**config.mk**
```make
export PLATFORM = sky130hd
export DESIGN_NAME = dac_stream_driver
export DESIGN_NICKNAME = d
export VERILOG_FILES = /design/src/rtl/dac_drv_pkg.sv /design/src/rtl/dac_drv_fifo.sv /design/src/rtl/dac_drv_edge_sync.sv /design/src/rtl/dac_drv_ctrl.sv /design/src/rtl/dac_drv_datapath.sv /design/src/rtl/dac_stream_driver.sv
export SDC_FILE = /design/constraint.sdc
export NUM_CORES = 1
export LEC_CHECK = 0
export BUFFER_PORTS_ARGS = -buffer_cell sky130_fd_sc_hd__clkbuf_2
export CAP_MARGIN = 20
export CELL_PAD_IN_SITES_DETAIL_PLACEMENT = 1
export CELL_PAD_IN_SITES_GLOBAL_PLACEMENT = 1
export CORE_UTILIZATION = 45
export CTS_CLUSTER_DIAMETER = 50
export DETAILED_ROUTE_END_ITERATION = 8
export PLACE_DENSITY = 0.68
export SLEW_MARGIN = 20
export SYNTH_ARGS = -nofsm -noshare
export SYNTH_HDL_FRONTEND = slang
export SYNTH_HIERARCHICAL = 1
export SYNTH_SLANG_ARGS = --single-unit
```
**constraint.sdc**
```tcl
create_clock -name clk -period 5.85 [get_ports clk]
set_clock_uncertainty 0.2 [all_clocks]
set_input_delay 0.2925 -clock clk [delete_from_list [all_inputs] [get_ports clk]]
set_output_delay 0.2925 -clock clk [all_outputs]
set_load 0.02 [all_outputs]
```
**src/rtl/dac_drv_pkg.sv**
```systemverilog
package dac_drv_pkg;

  // Strobes from control to datapath; at most one is high in a cycle.
  typedef struct packed {
    logic loadNew;     // load a fresh sample from the queue (and pop it)
    logic loadRepeat;  // queue empty: reload the previously sent sample
    logic shiftBit;    // move to the next bit of the current sample
  } dacStrobe_t;

endpackage

```
**src/rtl/dac_drv_fifo.sv**
```systemverilog
module dac_drv_fifo #(
  parameter int DATA_W = 8,
  parameter int DEPTH  = 16
) (
  input  logic              clk,
  input  logic              rst,
  input  logic              wrEn,
  input  logic [DATA_W-1:0] wrData,
  input  logic              popEn,
  output logic [DATA_W-1:0] rdData,
  output logic              full,
  output logic              empty
);
  localparam int AW = $clog2(DEPTH);

  logic [DATA_W-1:0] mem [DEPTH];
  logic [AW:0]       wrPtr, rdPtr;
  logic              acceptWr, acceptRd;

  assign empty    = (wrPtr == rdPtr);
  assign full     = (wrPtr[AW] != rdPtr[AW]) && (wrPtr[AW-1:0] == rdPtr[AW-1:0]);
  assign acceptWr = wrEn && !full;
  assign acceptRd = popEn && !empty;
  assign rdData   = mem[rdPtr[AW-1:0]];

  always_ff @(posedge clk) begin
    if (acceptWr) mem[wrPtr[AW-1:0]] <= wrData;
  end

  always_ff @(posedge clk) begin
    if (rst) begin
      wrPtr <= '0;
      rdPtr <= '0;
    end else begin
      if (acceptWr) wrPtr <= wrPtr + 1'b1;
      if (acceptRd) rdPtr <= rdPtr + 1'b1;
    end
  end


  full_hold_chk: assert property (@(posedge clk) disable iff (rst)
    (full && wrEn && !popEn) |=> full);


  flags_excl_chk: assert property (@(posedge clk) disable iff (rst)
    !(full && empty));


  no_empty_pop_chk: assert property (@(posedge clk) disable iff (rst)
    empty |=> (rdPtr == $past(rdPtr)));

endmodule

```
**src/rtl/dac_drv_edge_sync.sv**
```systemverilog
module dac_drv_edge_sync #(
  parameter int SYNC_LEN = 3
) (
  input  logic clk,
  input  logic rst,
  input  logic asyncIn,
  output logic tick
);
  logic [SYNC_LEN-1:0] stage;

  always_ff @(posedge clk) begin
    if (rst) stage <= '0;
    else     stage <= {stage[SYNC_LEN-2:0], asyncIn};
  end

  // Rising edge seen between the last two stages.
  assign tick = stage[SYNC_LEN-2] && !stage[SYNC_LEN-1];


  tick_single_chk: assert property (@(posedge clk) disable iff (rst)
    tick |=> !tick);

endmodule

```
**src/rtl/dac_drv_ctrl.sv**
```systemverilog
module dac_drv_ctrl
  import dac_drv_pkg::*;
#(
  parameter int DATA_W = 8
) (
  input  logic       clk,
  input  logic       rst,
  input  logic       tick,
  input  logic       fifoEmpty,
  output dacStrobe_t strobe,
  output logic       underrun
);
  localparam int          CW   = $clog2(DATA_W);
  localparam logic [CW-1:0] LAST = CW'(DATA_W - 1);

  logic [CW-1:0] bitCnt;
  logic          needWord;

  assign needWord          = tick && (bitCnt == '0);
  assign strobe.loadNew    = needWord && !fifoEmpty;
  assign strobe.loadRepeat = needWord && fifoEmpty;
  assign strobe.shiftBit   = tick && (bitCnt != '0);

  always_ff @(posedge clk) begin
    if (rst) begin
      bitCnt   <= '0;
      underrun <= 1'b0;
    end else begin
      if (tick) bitCnt <= (bitCnt == LAST) ? '0 : bitCnt + 1'b1;
      if (strobe.loadRepeat) underrun <= 1'b1;
    end
  end


  underrun_sticky_chk: assert property (@(posedge clk) disable iff (rst)
    underrun |=> underrun);


  strobe_on_tick_chk: assert property (@(posedge clk) disable iff (rst)
    (strobe.loadNew || strobe.loadRepeat || strobe.shiftBit) |-> tick);


  strobe_excl_chk: assert property (@(posedge clk) disable iff (rst)
    $onehot0({strobe.loadNew, strobe.loadRepeat, strobe.shiftBit}));

endmodule

```
**src/rtl/dac_drv_datapath.sv**
```systemverilog
module dac_drv_datapath
  import dac_drv_pkg::*;
#(
  parameter int DATA_W = 8
) (
  input  logic              clk,
  input  logic              rst,
  input  dacStrobe_t        strobe,
  input  logic [DATA_W-1:0] fifoData,
  output logic              serOut,
  output logic              wordStrobe
);
  logic [DATA_W-1:0] shiftReg;
  logic [DATA_W-1:0] lastSample;
  logic              anyStep;

  assign anyStep = strobe.loadNew || strobe.loadRepeat || strobe.shiftBit;
  assign serOut  = shiftReg[DATA_W-1];

  always_ff @(posedge clk) begin
    if (rst) begin
      shiftReg   <= '0;
      lastSample <= '0;
      wordStrobe <= 1'b0;
    end else begin
      if (strobe.loadNew) begin
        shiftReg   <= fifoData;
        lastSample <= fifoData;
      end else if (strobe.loadRepeat) begin
        shiftReg   <= lastSample;
      end else if (strobe.shiftBit) begin
        shiftReg   <= {shiftReg[DATA_W-2:0], 1'b0};
      end
      if (anyStep) wordStrobe <= strobe.loadNew || strobe.loadRepeat;
    end
  end


  ser_stable_chk: assert property (@(posedge clk) disable iff (rst)
    !anyStep |=> $stable(serOut));


  strobe_origin_chk: assert property (@(posedge clk) disable iff (rst)
    $rose(wordStrobe) |-> $past(strobe.loadNew || strobe.loadRepeat));

endmodule

```
**src/rtl/dac_stream_driver.sv**
```systemverilog
module dac_stream_driver
  import dac_drv_pkg::*;
#(
  parameter int DATA_W   = 8,
  parameter int DEPTH    = 16,
  parameter int SYNC_LEN = 3
) (
  input  logic              clk,
  input  logic              rst,
  input  logic              wrEn,
  input  logic [DATA_W-1:0] wrData,
  input  logic              convClk,
  output logic              serOut,
  output logic              wordStrobe,
  output logic              fifoFull,
  output logic              fifoEmpty,
  output logic              underrun
);
  logic              tick;
  dacStrobe_t        strobe;
  logic [DATA_W-1:0] fifoData;

  dac_drv_fifo #(.DATA_W(DATA_W), .DEPTH(DEPTH)) u_fifo (
    .clk(clk), .rst(rst), .wrEn(wrEn), .wrData(wrData),
    .popEn(strobe.loadNew), .rdData(fifoData),
    .full(fifoFull), .empty(fifoEmpty)
  );

  dac_drv_edge_sync #(.SYNC_LEN(SYNC_LEN)) u_sync (
    .clk(clk), .rst(rst), .asyncIn(convClk), .tick(tick)
  );

  dac_drv_ctrl #(.DATA_W(DATA_W)) u_ctrl (
    .clk(clk), .rst(rst), .tick(tick), .fifoEmpty(fifoEmpty),
    .strobe(strobe), .underrun(underrun)
  );

  dac_drv_datapath #(.DATA_W(DATA_W)) u_dp (
    .clk(clk), .rst(rst), .strobe(strobe), .fifoData(fifoData),
    .serOut(serOut), .wordStrobe(wordStrobe)
  );

endmodule

```
# Word level (Yosys, flattened, before mapping)
# Memories as Yosys holds them, arrays and structs flattened. A register that Yosys moved wholly into a read port is not among the register bits.
# Cells that the tools add are included.
dict set report classes {
  addsub 3
  reduce_logical 16
  n_mux 8
  n_eq_ne 4
}
# op count
set ops {}
lappend ops {{$mux W8} 3}
lappend ops {{$add A5 B1 Y5 const B} 2}
lappend ops {{$logic_and A1 B1 Y1} 8}
lappend ops {{$mux W4} 2}
lappend ops {{$reduce_bool A3 Y1} 2}
lappend ops {{$eq A5 B5 Y1} 1}
lappend ops {{$eq A4 B4 Y1} 1}
lappend ops {{$add A3 B1 Y3 const B} 1}
lappend ops {{$eq A3 B3 Y1 const B} 1}
lappend ops {{$logic_not A1 Y1} 3}
lappend ops {{$logic_not A3 Y1} 1}
lappend ops {{$mux W3} 1}
lappend ops {{$logic_or A1 B1 Y1} 2}
lappend ops {{$mux W1} 2}
lappend ops {{$ne A1 B1 Y1} 1}
dict set report totals {
  ram_bits 128
  register_bits 34
  elab_cells 40
  output_inout_bits 5
  in_bits 12
  memories 1
}
# memory words width rd rd_clocked_by_memory_dff write_ports line_no
set memory_table {}
lappend memory_table {u_fifo.mem 16 8 1 1 1 dac_drv_fifo.sv:16} ;# logic [DATA_W-1:0] mem [DEPTH];

# Depth between registers and ports, before layout
# Gate-level depths: netlist of run 1.
dict set report logic_depth {
  word_depth 7
  ltp_mapped 11
}

# Cells and area by module
# The synthesis of run 1 kept the hierarchy.
# module instances cells_per_inst area_each_um2
set modules_own_cells {}
lappend modules_own_cells {dac_drv_fifo 1 283 5829.3}
lappend modules_own_cells {dac_drv_datapath 1 92 775.7}
lappend modules_own_cells {dac_drv_ctrl 1 21 217.7}
lappend modules_own_cells {dac_drv_edge_sync 1 7 87.6}

# Worst setup path before layout of run 1
# No wires, ideal clock.
dict set report synth_path {
  path_kind {flip-flop to flip-flop}
  startpoint {register u_fifo.rdPtr[3]}
  endpoint {register u_dp.shiftReg[7]}
  slack_ns 3.253
  path_buffers 3
  required_time_ns 5.564
  arrival_ns 2.312
  period_less_slack_ns 2.597
  stages_incl_launch_ff 12
  setup_ns 0.086
  path_cell_list {dfxtp_1 xnor2_1 and4_1 buf_2 nand2_1 inv_1 nor4bb_1 buf_2 or3_1 clkbuf_1 nor2_1 a211oi_1}
}
# item line_no
set synth_lines {}
lappend synth_lines {{start: declaration} dac_drv_fifo.sv:17} ;# logic [AW:0] wrPtr, rdPtr;
lappend synth_lines {{start signal: assignment} dac_drv_fifo.sv:36} ;# if (acceptRd) rdPtr <= rdPtr + 1'b1;
lappend synth_lines {{end signal: assignment} dac_drv_datapath.sv:27} ;# shiftReg <= fifoData;
lappend synth_lines {{end signal: assignment} dac_drv_datapath.sv:30} ;# shiftReg <= lastSample;
lappend synth_lines {{end signal: assignment} dac_drv_datapath.sv:32} ;# shiftReg <= {shiftReg[DATA_W-2:0], 1'b0};
lappend synth_lines {{end: declaration} dac_drv_datapath.sv:13} ;# logic [DATA_W-1:0] shiftReg;

==> results of run 1 <==
cells by family after synthesis:
group,after synthesis,share of synthesized area
compound gates,47,0.0531
xor+xnor,6,0.00760
fa+ha+maj,8,0.0145
buf+inv,43,0.0337
flops,166,0.666
mux,50,0.159
simple gates,83,0.0661
how the worst max path moves through the flow:
stage | from | to | depth (start not counted)
2_1_floorplan | u_fifo/rdPtr[3] | u_dp/shiftReg[7] | 11
3_5_place_dp | u_fifo/wrPtr[2] | u_dp/shiftReg[4] | 8
5_1_grt | u_fifo/wrPtr[2] | u_dp/shiftReg[7] | 8
3_3_place_gp | u_fifo/wrPtr[2] | u_dp/shiftReg[7] | 8
6_report | u_fifo/wrPtr[2] | u_dp/shiftReg[2] | 8
4_1_cts | u_fifo/wrPtr[2] | u_dp/shiftReg[2] | 8
routing by layer:
| layer | share of wire | routed length (um) | vias up | track usage |
|---|---|---|---|---|
| met3 | 0.028 | 367 | 11 | 0.0382 |
| li1 | - | - | 1645 | - |
| met2 | 0.50 | 6480 | 50 | 0.293 |
| met1 | 0.47 | 6120 | 1804 | 0.237 |
| met4 | 0.0097 | 127 | 0 | 0.0595 |
| met5 | 0 | 0 | - | 0 |
area by class of cell:
cell class,instances,share of cell area
sequential,166,0.600
multi-input combinational,194,0.273
clock buffer,18,0.0559
tap,184,0.0300
clock inverter,13,0.0165
timing repair buffer,20,0.0147
inverter,20,0.00978
flip-flops by register name, summed over array words and instances (netlist names), named ones only:
register         flops
u_ctrl/bitCnt        3
u_ctrl/underrun      1
u_dp/lastSample      8
u_dp/shiftReg        8
u_dp/wordStrobe      1
u_fifo/mem         128
u_fifo/rdPtr         5
u_fifo/wrPtr         5
u_sync/stage         3
synthesized netlist by cell type (2+ instances only):
cell type,n
nand3_1,2
and4_1,6
buf_6,2
inv_1,19
dfxtp_1,38
edfxtp_1,128
buf_8,3
clkbuf_1,7
a21oi_2,2
ha_1,8
o21ai_0,2
nor2_1,26
nand4_1,4
xnor2_1,5
mux2i_1,5
mux4_2,16
buf_1,5
and3_1,12
nand2b_1,9
mux2_2,4
o311ai_0,4
or3b_1,2
nor2b_1,6
a221o_1,7
a311o_1,2
buf_2,5
a21oi_1,13
a211oi_1,8
mux4_1,24
nand2_1,10
where the power goes:
part	switching [uW]	internal [uW]	leakage, uW	total [uW]
sequential	11.7	1290	0.00147	1300
clock	457	589	0.000273	1050
combinational	70.3	43.5	0.000782	114
total	539	1920	0.00252	2460
metrics by stage:
stage / hold slack (ns) / cell area, um^2 / std cells / setup WS, ns / util
6_report: 0.0689 / 7670 / 615 / 2.78 / 0.520
5_1_grt: 0.0640 / 7670 / 615 / 2.51 / 0.520
4_1_cts: 0.0451 / 7670 / 615 / 2.79 / 0.520
3_5_place_dp: 0.248 / 7100 / 583 / 2.80 / 0.481
3_3_place_gp: 0.221 / 7100 / 583 / 2.97 / 0.481
2_1_floorplan: 0.155 / 6910 / 403 / 3.25 / -
worst reg2reg max path, delay by kind of cell (launching register included):
kind            cells  cell delay [ns]
simple gates        4             1.32
buf+inv             1             0.20
xor+xnor            1             0.18
flops               1             0.52
compound gates      2             0.57
==> impl_metrics.env, run 1 <==
export IMPL_timing_final_crit_share=0.525
export IMPL_grt_max_degree=43
export IMPL_drv_slew=0
export IMPL_drive_above_1_share=0.186
export IMPL_multi_input_area_mm2=0.00209
export IMPL_cp_arrival_ns=3.20
export IMPL_die_x_um=126
export IMPL_status="finished, final reports clean"
export IMPL_r2r_start="u_fifo/wrPtr[2]"
export IMPL_layout_min_cycle_time_ns=3.07
export IMPL_hp_class="in -> reg"
export IMPL_synth_cell_area_mm2=0.00691
export IMPL_synth_warnings=6
export IMPL_syn_nets=423
export IMPL_synthCells=403
export IMPL_hp_start="wrEn"
export IMPL_dp_hpwl_um=8690
export IMPL_synth_distinct_cells=49
export IMPL_vias=3510
export IMPL_total_power_uw=2460
export IMPL_die_h_um=126
export IMPL_track_usage=0.178
export IMPL_start_util=0.468
export IMPL_ys_seq_area_frac=0.666
export IMPL_synth_largest_area_cell="edfxtp_1"
export IMPL_die_area_mm2=0.0159
export IMPL_areaGrowthSynthToFinish_pct=11.0
export IMPL_worst_slew_pin_slew_ns=1.02
export IMPL_drc=0
export IMPL_drt_total_wl_um=13100
export IMPL_yosys_area_top_type_share=0.556
export IMPL_register_area_mm2=0.00461
export IMPL_core_region_area_mm2=0.0148
export IMPL_drtPass1Iterations=6
export IMPL_first_global_vias=3676
export IMPL_critPathKind="reg -> reg"
export IMPL_hold_depth=3
export IMPL_synth_seq_cells=166
export IMPL_avgSynthCellArea_um2=17.1
export IMPL_finalSetupViolCount=0
export IMPL_power_density_mw_per_mm2=321
export IMPL_drtIter0Drc=222
export IMPL_clkSinkCount=166
export IMPL_crit_path_top_delay_cell="and4b_1"
export IMPL_numCtsBuffers=17
export IMPL_postCtsSetupBuffers=0
export IMPL_reg2reg_depth=8
export IMPL_cpPeakStageDelay_ns=0.62
export IMPL_clockBufferDepth=2
export IMPL_cts_tree="done"
export IMPL_crit_path_end_kind="flip-flop"
export IMPL_cp_top_family="simple AND/OR/NAND/NOR gates"
export IMPL_crit_buf_inv=1
export IMPL_finalNetCount=439
export IMPL_cp_cell_sequence="xnor2_1, and4_1, nand2_1, inv_1, and4b_1, nor2_1, a221o_1, a211oi_1"
export IMPL_fin_setup_tns_ns=0
export IMPL_r2r_end="u_dp/shiftReg[2]"
export IMPL_wire_per_inst_um=21.3
export IMPL_gr_total_overflow=0
export IMPL_cp_required_ns=5.98
export IMPL_cp_start_kind="flip-flop"
export IMPL_cap_violations=0
export IMPL_fillCellCount=1393
export IMPL_grt_pass1_wl_um=20800
export IMPL_clkLatencyLatePin_ns=0.42
export IMPL_clk_pin_slew_ns=0.06
export IMPL_antenna_found_initial=0
export IMPL_ant_nets=0
export IMPL_cts_root_buf="clkbuf_16"
export IMPL_io_pins=17
export IMPL_port_buffers=16
export IMPL_slew_headroom=0.321
export IMPL_gp_congestion=0.766
export IMPL_drt_vias_per_instance=5.71
export IMPL_leakagePower_uw=0.00252
export IMPL_diodes=0
export IMPL_rsz0062_at_grt="false"
export IMPL_final_cell_mix="edfxtp_1, dfxtp_1, nor2_1, mux4_1, inv_1"
export IMPL_peakVddDrop_mv=0.203
export IMPL_cts_resized=0
export IMPL_synth_area_leaders="edfxtp_1, dfxtp_1, mux4_1"
export IMPL_ys_flop_type="edfxtp_1"
export IMPL_synth_edf_count=128
export IMPL_layout_commonest_cell="edfxtp_1"
export IMPL_max_freq_mhz=326
export IMPL_rows=44
export IMPL_critPathMaxFanout=19
export IMPL_rrSetupSlack_ns=2.78
export IMPL_postCtsHoldBufs=1
export IMPL_ctsHtreeMaxLevel=4
export IMPL_hold_viol=0
export IMPL_async_flop_share=0
export IMPL_whs_endpoint="u_fifo/wrPtr[1]"
No activity file was read; power rests on OpenSTA's default activity.
==> run 2: changes to the inputs <==
--- a/config.mk
+++ b/config.mk
@@ -5,6 +5,7 @@
 export SDC_FILE = /design/constraint.sdc
 export NUM_CORES = 1
 export LEC_CHECK = 0
+export ABC_AREA = 1
 export BUFFER_PORTS_ARGS = -buffer_cell sky130_fd_sc_hd__clkbuf_2
 export CAP_MARGIN = 20
 export CELL_PAD_IN_SITES_DETAIL_PLACEMENT = 1
@@ -12,7 +13,7 @@
 export CORE_UTILIZATION = 45
 export CTS_CLUSTER_DIAMETER = 50
 export DETAILED_ROUTE_END_ITERATION = 8
-export PLACE_DENSITY = 0.68
+export PLACE_DENSITY = 0.76
 export SLEW_MARGIN = 20
 export SYNTH_ARGS = -nofsm -noshare
 export SYNTH_HDL_FRONTEND = slang
==> constraint.sdc (replaced) <==
create_clock -name clk -period 2.5 [get_ports clk]
set_clock_uncertainty 0.2 [all_clocks]
set_input_delay 0.125 -clock clk [delete_from_list [all_inputs] [get_ports clk]]
set_output_delay 0.125 -clock clk [all_outputs]
set_load 0.02 [all_outputs]
==> run 2 against run 1 <==
Effect of this change:
- synthesized cell count increased by 74%
- wire length rose by 36%
- utilization up 0.85 points
- cell count up 54%
- critical path type unchanged
- largest cell class unchanged
==> impl_metrics.env, run 2 <==
export IMPL_yosys_area_top_type_share=0.533
export IMPL_avgSynthCellArea_um2=10.3
export IMPL_final_cell_mix="nand2_1, edfxtp_1, inv_1, nand3_1, a21oi_1"
export IMPL_synth_warnings=6
export IMPL_clkLatencyLatePin_ns=0.43
export IMPL_critPathMaxFanout=8
export IMPL_drive_above_1_share=0.122
export IMPL_ys_flop_type="edfxtp_1"
export IMPL_clkSinkCount=166
export IMPL_fin_setup_tns_ns=0
export IMPL_drv_slew=0
export IMPL_die_area_mm2=0.0165
export IMPL_cp_arrival_ns=2.22
export IMPL_cp_start_kind="flip-flop"
export IMPL_cp_top_family="simple AND/OR/NAND/NOR gates"
export IMPL_hp_start="wrData[6]"
export IMPL_post_route_util=0.529
export IMPL_diodes=0
export IMPL_synthCells=702
export IMPL_startpoint="u_fifo/wrPtr[1]"
export IMPL_synth_seq_cells=166
export IMPL_r2r_start="u_fifo/wrPtr[1]"
export IMPL_placed_area_mm2=0.00749
export IMPL_gp_congestion=0.818
export IMPL_antenna_found_initial=0
export IMPL_rsz0062_at_grt="true"
export IMPL_synth_edf_count=128
export IMPL_io_pins=17
export IMPL_leakagePower_uw=0.00311
export IMPL_layout_min_cycle_time_ns=2.36
export IMPL_synthTopCellsByCount="nand2_1, edfxtp_1, inv_1, nand3_1, a21oi_1"
export IMPL_ant_nets=0
export IMPL_crit_buf_inv=2
export IMPL_ctsHtreeMaxLevel=4
export IMPL_synth_largest_area_cell="edfxtp_1"
export IMPL_wire_per_inst_um=18.7
export IMPL_cpPeakStageDelay_ns=0.68
export IMPL_final_area_mm2=0.00815
export IMPL_start_util=0.467
export IMPL_cap_violations=0
export IMPL_cp_cell_sequence="inv_1, nand2_1, nand2_1, nor2_2, nand3_2, nand2_1, inv_1, nand2_1, nor2_1"
export IMPL_rows=45
export IMPL_die_h_um=129
export IMPL_worst_slew_pin_slew_ns=0.857
export IMPL_yosysMostFrequentCell="nand2_1"
export IMPL_max_freq_mhz=423
export IMPL_critPathKind="reg -> reg"
export IMPL_areaGrowthSynthToFinish_pct=13.1
export IMPL_hold_viol=0
export IMPL_numCtsBuffers=17
export IMPL_drt_total_wl_um=17800
export IMPL_port_buffers=16
export IMPL_drtIter0Drc=272
export IMPL_layout_commonest_cell="nand2_1"
export IMPL_drc=0
export IMPL_async_flop_share=0
export IMPL_gr_total_overflow=0
export IMPL_status="finished, final reports clean"
export IMPL_cts_tree="done"
export IMPL_drt_vias_per_instance=5.32
export IMPL_timing_final_crit_share=0.945
export IMPL_largest_register_ff_count=128
export IMPL_synth_distinct_cells=26
export IMPL_ys_seq_area_frac=0.639
export IMPL_crit_path_end_kind="flip-flop"
export IMPL_clk_pin_slew_ns=0.06
export IMPL_drtPass1Iterations=5
export IMPL_core_region_area_mm2=0.0154
export IMPL_hp_class="in -> reg"
export IMPL_clockBufferDepth=2
export IMPL_synth_area_leaders="edfxtp_1, dfxtp_1, nand2_1"
export IMPL_grt_pass1_wl_um=28200
export IMPL_crit_path_top_delay_cell="nor2_1"
export IMPL_cp_required_ns=2.36
export IMPL_finalNetCount=745
export IMPL_finalSetupViolCount=0
export IMPL_slew_headroom=0.427
export IMPL_peakVddDrop_mv=0.428
export IMPL_path_common_cell="nand2_1"
export IMPL_die_x_um=129
export IMPL_syn_nets=722
export IMPL_track_usage=0.233
export IMPL_dp_hpwl_um=11400
export IMPL_cts_root_buf="clkbuf_16"
export IMPL_synth_cell_area_mm2=0.00721
export IMPL_vias=5049
export IMPL_grt_max_degree=65
export IMPL_first_global_vias=5249
export IMPL_power_density_mw_per_mm2=730
## run 2: cells by family (layout without fill, tap and decap cells)
logic type / count (synthesis) / in the layout / synth area share
AND/OR/NAND/NOR: 245 / 245 / 0.146
flip-flops: 166 / 166 / 0.639
buffers and inverters: 146 / 182 / 0.0865
AO/OA/AOI/OAI: 136 / 136 / 0.113
adder cells (fa/ha/maj): 8 / 8 / 0.0139
XOR/XNOR: 1 / 1 / 0.00122
## run 2: where the power goes
group          total (uW)  internal, uW  switching, uW
clock                2560          1480           1080
sequential           3040          3020           25.4
combinational         347           103            244
## run 2: what timing repair did
| item | CTS | global route |
|---|---|---|
| hold buffers | 6 | 0 |
| setup buffers | 0 | 2 |
| hold endpoints to repair | 47 | 0 |
| gates resized for setup | 0 | 3 |
| endpoints found under the setup margin | 0 | 28 |
## run 2: routing by layer
layer / up-vias / routed length [um] / track usage
li1: 2413 / - / -
met1: 2528 / 7810 / 0.290
met2: 88 / 9160 / 0.405
met3: 20 / 468 / 0.0374
met4: 0 / 308 / 0.0955
met5: - / 0 / 0
## run 2: final timing paths
kind                            to  slack, ns  depth (start not counted)
setup / recovery  u_fifo/mem[2][4]       0.14                          9
hold / removal    u_fifo/mem[6][6]     0.0004                          1
setup reg to reg  u_fifo/mem[2][4]       0.14                          9
hold reg to reg    u_sync/stage[1]       0.23                          2
## run 2: final cells by class
type / instances / area, um^2
clock buffer: 19 / 433
clock inverter: 13 / 145
fill: 1697 / 7270
inverter: 113 / 428
multi-input combinational: 390 / 1980
sequential: 166 / 4610
tap: 211 / 264
timing repair buffer: 37 / 290
## run 2: stage by stage
stage          setup WS, ns  power (uW)  cells  hold WS, ns
3_3_place_gp          0.228        3410    909        0.126
2_1_floorplan         0.302        3300    702     -0.00593
3_5_place_dp          0.138        3430    909        0.138
6_report              0.137        5950    949     0.000440
4_1_cts              0.0834        5990    947     0.000757
5_1_grt             -0.0255        6120    949       0.0221
